<file path="src/rtl/unlock_pkg.sv">
package unlockPkg;

  // Strobes sent from the sequence control to the datapath registers.
  typedef struct packed {
    logic advance;     // step count + 1
    logic clear;       // step count -> 0
    logic restart;     // step count -> 1 (abort landed on first address)
    logic fireStore;   // pulse store request next cycle
    logic fireRecall;  // pulse recall request next cycle
  } seqStrobes_t;

endpackage

</file>
<file path="src/rtl/unlock_datapath.sv">
module unlockDatapath
  import unlockPkg::*;
#(
  parameter int ADDR_W     = 13,
  parameter int PREFIX_LEN = 5,
  parameter int STEP_W     = 3,
  parameter logic [PREFIX_LEN*ADDR_W-1:0] PREFIX_ADDRS =
    {13'h10F0, 13'h1FFF, 13'h0AAA, 13'h1555, 13'h0000},
  parameter logic [ADDR_W-1:0] STORE_ADDR  = 13'h0F0F,
  parameter logic [ADDR_W-1:0] RECALL_ADDR = 13'h0F0E
) (
  input  logic              clk,
  input  logic              rstN,
  input  logic [ADDR_W-1:0] addr,
  input  seqStrobes_t       strb,
  output logic [STEP_W-1:0] stepCnt,
  output logic              storeReq,
  output logic              recallReq,
  output logic              prefixMatch,
  output logic              startMatch,
  output logic              storeMatch,
  output logic              recallMatch
);

  localparam logic [STEP_W-1:0] LAST_STEP = STEP_W'(PREFIX_LEN);

  logic [PREFIX_LEN-1:0] stepHit;

  // One comparator per prefix position.
  for (genvar i = 0; i < PREFIX_LEN; i++) begin : gHit
    assign stepHit[i] = (addr == PREFIX_ADDRS[i*ADDR_W +: ADDR_W]);
  end

  always_comb begin
    prefixMatch = 1'b0;
    for (int i = 0; i < PREFIX_LEN; i++) begin
      if (stepCnt == STEP_W'(i)) prefixMatch = stepHit[i];
    end
  end

  assign startMatch  = stepHit[0];
  assign storeMatch  = (addr == STORE_ADDR);
  assign recallMatch = (addr == RECALL_ADDR);

  always_ff @(posedge clk) begin
    if (!rstN) begin
      stepCnt   <= '0;
      storeReq  <= 1'b0;
      recallReq <= 1'b0;
    end else begin
      storeReq  <= strb.fireStore;
      recallReq <= strb.fireRecall;
      if (strb.clear)        stepCnt <= '0;
      else if (strb.restart) stepCnt <= STEP_W'(1);
      else if (strb.advance) stepCnt <= stepCnt + STEP_W'(1);
    end
  end

  // progress never passes the final step
  a_r2_step_bound: assert property (@(posedge clk) disable iff (!rstN)
    stepCnt <= LAST_STEP);

  // requests are exclusive
  a_r8_req_exclusive: assert property (@(posedge clk) disable iff (!rstN)
    $onehot0({storeReq, recallReq}));

  // a store request follows the final step and leaves progress idle
  a_r3_store_from_last: assert property (@(posedge clk) disable iff (!rstN)
    $rose(storeReq) |-> ($past(stepCnt) == LAST_STEP) && (stepCnt == '0));

  // a recall request follows the final step and leaves progress idle
  a_r4_recall_from_last: assert property (@(posedge clk) disable iff (!rstN)
    $rose(recallReq) |-> ($past(stepCnt) == LAST_STEP) && (stepCnt == '0));

  // store request is a single-cycle pulse
  a_r3_store_single: assert property (@(posedge clk) disable iff (!rstN)
    storeReq |=> !storeReq);

  // recall request is a single-cycle pulse
  a_r4_recall_single: assert property (@(posedge clk) disable iff (!rstN)
    recallReq |=> !recallReq);

endmodule

</file>
<file path="src/rtl/unlock_control.sv">
module unlockControl
  import unlockPkg::*;
#(
  parameter int PREFIX_LEN = 5,
  parameter int STEP_W     = 3
) (
  input  logic              clk,
  input  logic              rstN,
  input  logic              accessValid,
  input  logic              isWrite,
  input  logic              busy,
  input  logic [STEP_W-1:0] stepCnt,
  input  logic              prefixMatch,
  input  logic              startMatch,
  input  logic              storeMatch,
  input  logic              recallMatch,
  output seqStrobes_t       strb
);

  localparam logic [STEP_W-1:0] LAST_STEP = STEP_W'(PREFIX_LEN);

  typedef enum logic [1:0] {
    ACC_NONE,
    ACC_WRITE,
    ACC_READ
  } accKind_t;

  accKind_t accKind;
  logic     atFinal;

  always_comb begin
    if (!accessValid || busy) accKind = ACC_NONE;
    else if (isWrite)         accKind = ACC_WRITE;
    else                      accKind = ACC_READ;
  end

  assign atFinal = (stepCnt == LAST_STEP);

  always_comb begin
    strb = '0;
    unique case (accKind)
      ACC_NONE: ;
      ACC_WRITE: strb.clear = 1'b1;
      ACC_READ: begin
        if (atFinal) begin
          if (storeMatch) begin
            strb.fireStore = 1'b1;
            strb.clear     = 1'b1;
          end else if (recallMatch) begin
            strb.fireRecall = 1'b1;
            strb.clear      = 1'b1;
          end else if (startMatch) begin
            strb.restart = 1'b1;
          end else begin
            strb.clear = 1'b1;
          end
        end else if (prefixMatch) begin
          strb.advance = 1'b1;
        end else if (startMatch) begin
          strb.restart = 1'b1;
        end else begin
          strb.clear = 1'b1;
        end
      end
      default: ;
    endcase
  end

  // an accepted write always leaves progress at zero
  a_r5_write_aborts: assert property (@(posedge clk) disable iff (!rstN)
    (accessValid && isWrite && !busy) |=> (stepCnt == '0));

  // a failed read lands on step 0 or 1 only
  a_r6_abort_landing: assert property (@(posedge clk) disable iff (!rstN)
    (accessValid && !isWrite && !busy && !atFinal && !prefixMatch)
      |=> (stepCnt <= STEP_W'(1)));

endmodule

</file>
<file path="src/rtl/cmdUnlockDetector.sv">
module cmdUnlockDetector
  import unlockPkg::*;
#(
  parameter int ADDR_W     = 13,
  parameter int PREFIX_LEN = 5,
  parameter logic [PREFIX_LEN*ADDR_W-1:0] PREFIX_ADDRS =
    {13'h10F0, 13'h1FFF, 13'h0AAA, 13'h1555, 13'h0000},
  parameter logic [ADDR_W-1:0] STORE_ADDR  = 13'h0F0F,
  parameter logic [ADDR_W-1:0] RECALL_ADDR = 13'h0F0E,
  localparam int STEP_W = $clog2(PREFIX_LEN + 1)
) (
  input  logic              clk,
  input  logic              rstN,
  input  logic              accessValid,
  input  logic              isWrite,
  input  logic [ADDR_W-1:0] addr,
  input  logic              busy,
  output logic              storeReq,
  output logic              recallReq,
  output logic [STEP_W-1:0] stepCount
);

  seqStrobes_t strb;
  logic        prefixMatch;
  logic        startMatch;
  logic        storeMatch;
  logic        recallMatch;

  unlockControl #(
    .PREFIX_LEN (PREFIX_LEN),
    .STEP_W     (STEP_W)
  ) uCtrl (
    .clk         (clk),
    .rstN        (rstN),
    .accessValid (accessValid),
    .isWrite     (isWrite),
    .busy        (busy),
    .stepCnt     (stepCount),
    .prefixMatch (prefixMatch),
    .startMatch  (startMatch),
    .storeMatch  (storeMatch),
    .recallMatch (recallMatch),
    .strb        (strb)
  );

  unlockDatapath #(
    .ADDR_W       (ADDR_W),
    .PREFIX_LEN   (PREFIX_LEN),
    .STEP_W       (STEP_W),
    .PREFIX_ADDRS (PREFIX_ADDRS),
    .STORE_ADDR   (STORE_ADDR),
    .RECALL_ADDR  (RECALL_ADDR)
  ) uData (
    .clk         (clk),
    .rstN        (rstN),
    .addr        (addr),
    .strb        (strb),
    .stepCnt     (stepCount),
    .storeReq    (storeReq),
    .recallReq   (recallReq),
    .prefixMatch (prefixMatch),
    .startMatch  (startMatch),
    .storeMatch  (storeMatch),
    .recallMatch (recallMatch)
  );

  // a busy cycle changes nothing and issues nothing
  a_r7_busy_holds: assert property (@(posedge clk) disable iff (!rstN)
    busy |=> $stable(stepCount) && !storeReq && !recallReq);

  // idle cycles keep progress
  a_r2_idle_holds: assert property (@(posedge clk) disable iff (!rstN)
    !accessValid |=> $stable(stepCount));

endmodule

</file>
<file path="config.mk">
export PLATFORM = sky130hd
export DESIGN_NAME = cmdUnlockDetector
export DESIGN_NICKNAME = d
export VERILOG_FILES = /design/src/rtl/unlock_pkg.sv /design/src/rtl/unlock_datapath.sv /design/src/rtl/unlock_control.sv /design/src/rtl/cmdUnlockDetector.sv
export SDC_FILE = /design/constraint.sdc
export NUM_CORES = 1
export LEC_CHECK = 0
export BUFFER_PORTS_ARGS = -buffer_cell sky130_fd_sc_hd__buf_4
export CAP_MARGIN = 10
export CORE_MARGIN = 1.5
export CORE_UTILIZATION = 40
export CTS_CLUSTER_DIAMETER = 80
export DETAILED_ROUTE_END_ITERATION = 10
export PLACE_DENSITY = 0.76
export RECOVER_POWER = 25
export SETUP_SLACK_MARGIN = 0.4
export SLEW_MARGIN = 20
export SYNTH_ARGS = -nofsm -noshare
export SYNTH_HDL_FRONTEND = slang
export SYNTH_SLANG_ARGS = --single-unit
</file>
<file path="constraint.sdc">
create_clock -name clk -period 2.15 [get_ports clk]
set_input_delay 0.215 -clock clk [delete_from_list [all_inputs] [get_ports clk]]
set_output_delay 0.215 -clock clk [all_outputs]
set_load 0.02 [all_outputs]
</file>
**Word-level counts from Yosys, hierarchy flattened**

Index checks and enable logic that the tools add are counted.

- Logic and storage cells: 56
- Register bits after elaboration: 5

- Reduce and logical (&&, ||, !) cells: 9
- Add/sub/neg operators: 1
- Multiplexer cells: 26
- Equal/unequal tests: 13
- Bitwise gates (word level): 3

Operators with widths:

| operator | count |
|---|---|
| == test 13 x 12 -> 1 bit, second input constant | 3 |
| == test 13 bit, second input constant | 3 |
| 2-to-1 mux 1 bit | 19 |
| logical NOT 13 bit | 1 |
| 2-to-1 mux 2 bit | 5 |
| == test 3 x 2 -> 1 bit, second input constant | 2 |
| == test 3 bit, second input constant | 2 |
| OR reduction 4 bit | 1 |
| adder 3 x 1 -> 3 bit, second input constant | 1 |
| == test 3 x 1 -> 1 bit, second input constant | 1 |
| logical NOT 3 bit | 1 |
| 2-to-1 mux 3 bit | 1 |
| NOT 1 bit | 3 |
| AND reduction 3 bit | 1 |
| OR reduction 3 bit | 1 |
| == test 2 x 1 -> 1 bit, second input constant | 1 |
| == test 2 bit, second input constant | 1 |
| one-hot mux 1 bit (2 select lines) | 1 |
| nonzero test 2 bit | 1 |
| OR reduction 2 bit | 1 |
| logical NOT 1 bit | 1 |
| logical OR 1 bit | 1 |

**Logic depth before layout (Yosys ltp)**

Gate-level depths: netlist (run 1).

- Word-level depth: 11
- Mapped depth: 9
- Gate-level depth less buffers: 8

**Cells and area by module**

Synthesis (run 1) repeated with hierarchy kept, for this count alone.

- Cells, all modules: 65
- Area, all modules: 553.0 µm²

By module, submodules not included:

| module | times used | sequential area each (µm²) | area an instance (µm²) | cells an instance |
|---|---|---|---|---|
| unlockDatapath | 1 | 100.1 | 431.7 | 51 |
| unlockControl | 1 | 0.0 | 121.4 | 14 |

**Worst setup path after synthesis (run 1)**

Ideal clock, no wire load.

- Path type: reg2reg
- From: register uData.stepCnt[0]
- To: register uData.stepCnt[1]
- Path buffers: 0
- Clock period less this slack: 2.145 ns
- Stages on the path, launching flop included: 8
- Slack: 0.005 ns
- Arrival time: 2.027 ns
- Cell sequence: dfxtp_1 > ha_1 > or4b_4 > nor3_4 > o21ai_2 > a311oi_2 > mux2i_1 > nor2_2

- Cells in the longest elaborated chain, start to end: 10
- Elaborated cells between the ends (all ways): 20
- Classes of those cells: add/sub: 1; eq/ne: 5; mux: 12; reduce/logical: 2

Ends and longest elaborated chain:

| element | RTL line | RTL |
|---|---|---|
| from (decl) | unlock_datapath.sv:16 | `output logic [STEP_W-1:0] stepCnt,` |
| from (signal assigned) | unlock_datapath.sv:55 | `else if (strb.advance) stepCnt <= stepCnt + STEP_W'(1);` |
| logical NOT 3 bit | unlock_datapath.sv:37 | `if (stepCnt == STEP_W'(i)) prefixMatch = stepHit[i];` |
| 2-to-1 mux 1 bit (5 in a row) | unlock_datapath.sv:37 |  |
| 2-to-1 mux 2 bit | unlock_control.sv:57 | `end else if (prefixMatch) begin` |
| 2-to-1 mux 2 bit | unlock_control.sv:45 | `if (atFinal) begin` |
| one-hot mux 1 bit (2 select lines) or 2-to-1 mux 3 bit (tied branches) | unlock_control.sv:41 | `unique case (accKind)` |
| OR reduction 3 bit (no line) | - |  |

Parallel ways exist; a longest one is shown, timed or not.
A chain may end at the register's enable or synchronous reset.

**Worst setup path in the final report (run 1)**

Ends and elaborated chain as after synthesis.

==> results.ini, run 1 <==
[status]
status=finished, final reports clean

[synthesis]
postSynthAreaPerCell_um2=8.18
ys.flop_type=dfxtp_1
netlist.area_leader.share_pct=17.2
yosysWarnings=0
syn_area_um2=581
synthCells=71
synth_area_leaders=dfxtp_1 (17%), ha_1 (11%), nor4_1 (4.3%)
ys_types=38
syn_nets=94
yosysTopAreaCell=dfxtp_1
yosysMostFrequentCell=nand2_1
ys_seq_area_share_pct=17.2
async_reset_ff_share_pct=0
synth_commonest_cells=nand2_1 (6), dfxtp_1 (5), ha_1 (5), nor2_1 (5)
synth-edff-count=0
ys_seq_elements=5

[job]
cap_violations=0

[routing]
routed_via_density=5.72
routedWlPerCell_um=12.2
ant_nets=0
routed_wl_um=1410
vias=664
drcViolationCount=0
drt_iter0_drc=8
first_pass_iters=4

[clocking]
clk_pin_slew_ns=0.05
cts-hold-fix-buffers=0
htreeDepth=1
cts_tree=done
numCtsBuffers=3
ctsLongestPathBuffers=2
clock-root-buffer=clkbuf_4
insertion_delay_ns=0.24
cts_sinks=5

[worst_setup_path]
crit_path_max_fanout=6
cp-end-kind=register
start_kind=register
crit_required_ns=2.28
worstSetupPathType=register to register
cp.arrival_ns=2.17

[finish]
antennaDiodeCount=0
final_nets=125
drive_gt1_share_pct=47.5
fin_cells=116
fin_area_um2=843
area_growth_pct=45.3
finish.utilization_pct=63.2

[floorplanning]
die_area_um2=1690
start_util_pct=43.5
rows=13
die_h_um=41.1
core_area_um2=1330
dieWidth_um=41.1
io_pins=23

[timing]
period_needed_ns=2.04
rsz0062_at_grt=true
slew_headroom_pct=80.0
fin_setup_tns_ns=0
finalCritPeriodShare_pct=94.9
fin_skew_ns=0.00248
worst_slew_pin_slew_ns=0.297
max_freq_mhz=490
drv_slew=0
setup_viol=0
hold_violations=0

[global_routing]
grt_use_total_pct=19.2
grt_pass1_vias=560
grt_max_degree=11
grt_pass1_wl_um=2190
antenna_found_initial=0
grt_overflow=0

[power_and_ir_drop]
p_leak_uw=0.000321
power_density_nw_per_um2=315
peakVddDrop_mv=0.352

[hold_path]
hp-class=input pin to register

[place]
port-buffer-count=22
placed_area_um2=774
hpwl_um=1150
post-place-cells=107
gp_congestion=0.934

[stage by stage]
step / hold slack, ns / setup slack (ns) / total power [uW]
global placement: 0.403 / 0.147 / 153
global route: 0.148 / 0.0353 / 285
finish: 0.149 / 0.110 / 266
detailed placement: 0.405 / 0.0714 / 154
floorplan: 0.287 / 0.192 / 119
CTS: 0.142 / 0.150 / 267
[flip-flops by register name, summed over array words and instances (netlist names)]
signal and cells:
uData.storeReq 1, uData.stepCnt 3, uData.recallReq 1
[where the power goes]
group / switching (uW) / internal [uW]
registers: 2.08 / 92.4
logic: 25.1 / 36.0
clock network: 39.9 / 70.3
[worst max-delay path, cell delays in order, from the launching register on]
cell and delay (ns):
dfxtp_4 0.38, ha_1 0.16, ha_1 0.18, inv_1 0.07
nor4b_2 0.33, o21ai_1 0.19, a311oi_2 0.30, mux2i_1 0.27
nor2_2 0.04
[routing by layer]
layer	wire length, um	GRT usage, %	up-vias
li1	-	-	332
met1	606	22.4	304
met2	710	34.0	26
met3	87	7.61	2
met4	10	1.61	0
met5	0	0	-
[area by class of cell]
| type | instances | area, um2 |
|---|---|---|
| Clock buffer | 4 | 26.3 |
| Fill cell | 117 | 490 |
| Inverter | 4 | 17.5 |
| Multi-Input combinational cell | 61 | 477 |
| Sequential cell | 5 | 109 |
| Tap cell | 15 | 18.8 |
| Timing Repair Buffer | 27 | 195 |
[cell families (layout without fill, tap and decap cells)]
| kind of cell | after synthesis | after routing | synth area share [%] |
|---|---|---|---|
| AND/OR/NAND/NOR | 42 | 42 | 47.6 |
| flip-flops | 5 | 5 | 17.2 |
| multiplexers | 1 | 1 | 1.72 |
| adder cells (fa/ha/maj) | 5 | 5 | 10.8 |
| AO/OA/AOI/OAI | 13 | 13 | 18.1 |
| buffers and inverters | 5 | 35 | 4.52 |
[cell usage in the layout, fill, tap and decap left out, drive strengths merged, types with 2 or more instances in the layout]
cell,n
nand2b,3
inv,4
buf,25
or4,2
o211ai,2
o21ai,4
nor2,6
a311oi,2
nand2,6
nand4,2
nor3,3
and2,2
nor4,4
nand3,4
ha,5
or2b,2
dfxtp,5
clkbuf,6
[timing repair]
item                                   CTS  global route
endpoints found under the hold margin    0             0
pin swaps                                5             3
resized for setup                        3             0
setup endpoints to repair                3             3
setup buffers                            4             1
[path summary, 6_finish.rpt]
path | startpoint | end | depth (start not counted) | slack (ns)
worst max-delay path | uData.stepCnt[0]$_SDFFE_PP0P_ | uData.stepCnt[1]$_SDFFE_PP0P_ | 8 | 0.11
worst max register to register | uData.stepCnt[0]$_SDFFE_PP0P_ | uData.stepCnt[1]$_SDFFE_PP0P_ | 8 | 0.11
worst min-delay path | addr[0] | uData.recallReq$_SDFF_PP0_ | 2 | 0.15
worst min register to register | uData.stepCnt[0]$_SDFFE_PP0P_ | uData.stepCnt[0]$_SDFFE_PP0P_ | 1 | 0.50
(Power assumes the default switching activity.)
==> run 2, diff against run 1 <==
--- a/config.mk
+++ b/config.mk
@@ -7,7 +7,7 @@
 export LEC_CHECK = 0
 export BUFFER_PORTS_ARGS = -buffer_cell sky130_fd_sc_hd__buf_4
 export CAP_MARGIN = 10
-export CORE_MARGIN = 1.5
+export CORE_MARGIN = 5
 export CORE_UTILIZATION = 40
 export CTS_CLUSTER_DIAMETER = 80
 export DETAILED_ROUTE_END_ITERATION = 10
==> results.ini, run 2 (synthesized netlist as in run 1, its figures left out) <==
[status]
status=finished, final reports clean

[worst_setup_path]
worstSetupStartpoint=uData.stepCnt[1]$_SDFFE_PP0P_
crit_family=simple AND/OR/NAND/NOR gates
crit_path_max_fanout=4  ; -2
start_kind=register
cp-end-kind=register
crit_required_ns=2.28  ; about the same
reg2reg_slack_ns=0.17  ; +0.06 ns
worst_path_largest_cell_delay_ns=0.46  ; +0.08 ns
r2r-end=uData.stepCnt[1]$_SDFFE_PP0P_
cp.arrival_ns=2.11  ; -0.06 ns
endpoint=uData.stepCnt[1]$_SDFFE_PP0P_
cp_slowest_cell=or4b_4
r2r_cells=8  ; unchanged
worstSetupPathType=register to register
rr_startpoint=uData.stepCnt[1]$_SDFFE_PP0P_
cp.depth=8  ; unchanged
path_buf_inv=1  ; unchanged
path_cells=inv_4, ha_4, or4b_4, nor3_4, o21ai_2, a311oi_2, mux2i_1, nor2_2

[power_and_ir_drop]
swShare_pct=26.0  ; +0.71 points
combPwrFrac_pct=23.0  ; about the same
cellInternalPower_uw=197  ; -0.68%
pwr-share-clk_pct=41.5  ; about the same
finalPower_uw=266  ; +0.27%
switchingPower_uw=69.2  ; +3.1%
peakVddDrop_mv=0.299  ; -15%
power_density_nw_per_um2=313  ; -0.76%
p_leak_uw=0.000320  ; -0.34%
power_frac_seq_pct=35.5  ; about the same

[routing]
first_pass_iters=4  ; unchanged
routed_via_density=5.79  ; +1.1%
routedWlPerCell_um=14.4  ; +18%
ant_nets=0  ; unchanged
vias=660  ; -0.60%
routed_wl_um=1640  ; +16%
drcViolationCount=0  ; unchanged
drt_iter0_drc=19  ; +11

[floorplanning]
die_area_um2=2310  ; +37%
rows=13  ; unchanged
io_pins=23  ; unchanged
die_h_um=48.1  ; +17%
dieWidth_um=48.1  ; +17%
start_util_pct=43.5  ; unchanged
core_area_um2=1330  ; unchanged

[finish]
top_regs=uData.stepCnt x3, uData.recallReq x1, uData.storeReq x1
largest_register_ffs=3  ; unchanged
final_common_cell=buf_4
mostFrequentLayoutCells=buf_4 (23), nand2_1 (5), nor2_1 (5)
final_nets=123  ; -1.6%
antennaDiodeCount=0  ; unchanged
max_flop_register=uData.stepCnt
area_growth_pct=46.8
drive_gt1_share_pct=49.5  ; +2.0 points

[job]
cap_violations=0  ; unchanged

[global_routing]
grt_pass1_vias=614  ; +9.6%
grt_use_total_pct=14.8  ; -4.4 points
antenna_found_initial=0  ; unchanged
grt_pass1_wl_um=2360  ; +7.9%
grt_max_degree=11  ; unchanged
grt_overflow=0  ; unchanged

[clocking]
htreeDepth=1  ; unchanged
numCtsBuffers=3  ; unchanged
cts-hold-fix-buffers=0  ; unchanged
cts_sinks=5  ; unchanged
ctsLongestPathBuffers=2  ; unchanged
clk_pin_slew_ns=0.04  ; about the same
clock-root-buffer=clkbuf_4
insertion_delay_ns=0.24  ; about the same
cts_tree=done

[timing]
setup_viol=0  ; unchanged
period_needed_ns=1.98  ; -0.0644 ns
slew_headroom_pct=77.7  ; -2.3 points
fin_setup_tns_ns=0  ; unchanged
fin_skew_ns=0.00201  ; -0.000472 ns
hold_violations=0  ; unchanged
finalCritPeriodShare_pct=91.9  ; -3.0 points
drv_slew=0  ; unchanged
rsz0062_at_grt=true
worst_slew_pin_slew_ns=0.332  ; +0.0344 ns
max_freq_mhz=506  ; +3.3%
holdWs_ns=0.151  ; +0.00233 ns

[place]
hpwl_um=1320  ; +14%
port-buffer-count=22  ; unchanged
gp_congestion=0.849  ; -9.1%

[hold_path]
hp-class=input pin to register

==> run 2: cell count changes in the layout (fill, tap and decap cells not counted), sizes merged <==
cell / previous run / this run
buf: 25 / 23
==> run 2: power groups by stage <==
| stage | Sequential [uW] | Clock, uW | Combinational, uW |
|---|---|---|---|
| 2_1_floorplan | 97.2 | 0 | 21.5 |
| 3_3_place_gp | 96.1 | 0 | 57.0 |
| 3_5_place_dp | 96.2 | 0 | 58.5 |
| 4_1_cts | 94.4 | 114 | 60.5 |
| 5_1_grt | 94.7 | 122 | 67.1 |
| 6_report | 94.6 | 111 | 61.2 |
==> run 2: layout make-up <==
type	instances	area, um2
Fill cell	116	482
Clock buffer	4	26.3
Timing Repair Buffer	25	180
Sequential cell	5	109
Inverter	4	17.5
Multi-Input combinational cell	61	500
Tap cell	15	18.8
==> run 2: stage by stage <==
step | area (um2) | utilization, % | worst slack (ns) | cells
after detailed placement | 774 | 58.1 | 0.0874 | 107
after CTS | 838 | 62.9 | 0.172 | 114
after floorplan | 602 | - | 0.192 | 71
after global placement | 774 | 58.1 | 0.144 | 107
after global routing | 852 | 63.9 | 0.0756 | 114
final | 852 | 63.9 | 0.174 | 114
==> run 2: what timing repair did <==
item	4_1_cts	5_1_grt
endpoints found under the setup margin	3	3
gates resized for setup	3	4
buffers inserted	3	0
pin swaps	1	2
==> run 2: worst min path at each step <==
stage            start  cells past startpoint  slack, ns                         end
2_1_floorplan  addr[0]                      1       0.29  uData.recallReq$_SDFF_PP0_
3_3_place_gp   addr[0]                      2       0.40  uData.recallReq$_SDFF_PP0_
3_5_place_dp   addr[0]                      2       0.41  uData.recallReq$_SDFF_PP0_
4_1_cts        addr[0]                      2       0.15  uData.recallReq$_SDFF_PP0_
5_1_grt        addr[0]                      2       0.16  uData.recallReq$_SDFF_PP0_
6_report       addr[0]                      2       0.15  uData.recallReq$_SDFF_PP0_
==> run 2: per-layer routing <==
metal  share of wire, %  GRT usage, %
met3                5.5          4.43
met2                 55          28.8
met1                 37          14.7
met4                1.5          4.84
met5                  0             0
==> run 2: worst reg2reg max path: stages (launching register included) <==
cell and delay, ns:
dfxtp_4 0.36, inv_4 0.06, ha_4 0.12, or4b_4 0.46, nor3_4 0.15, o21ai_2 0.11
a311oi_2 0.31, mux2i_1 0.25, nor2_2 0.04
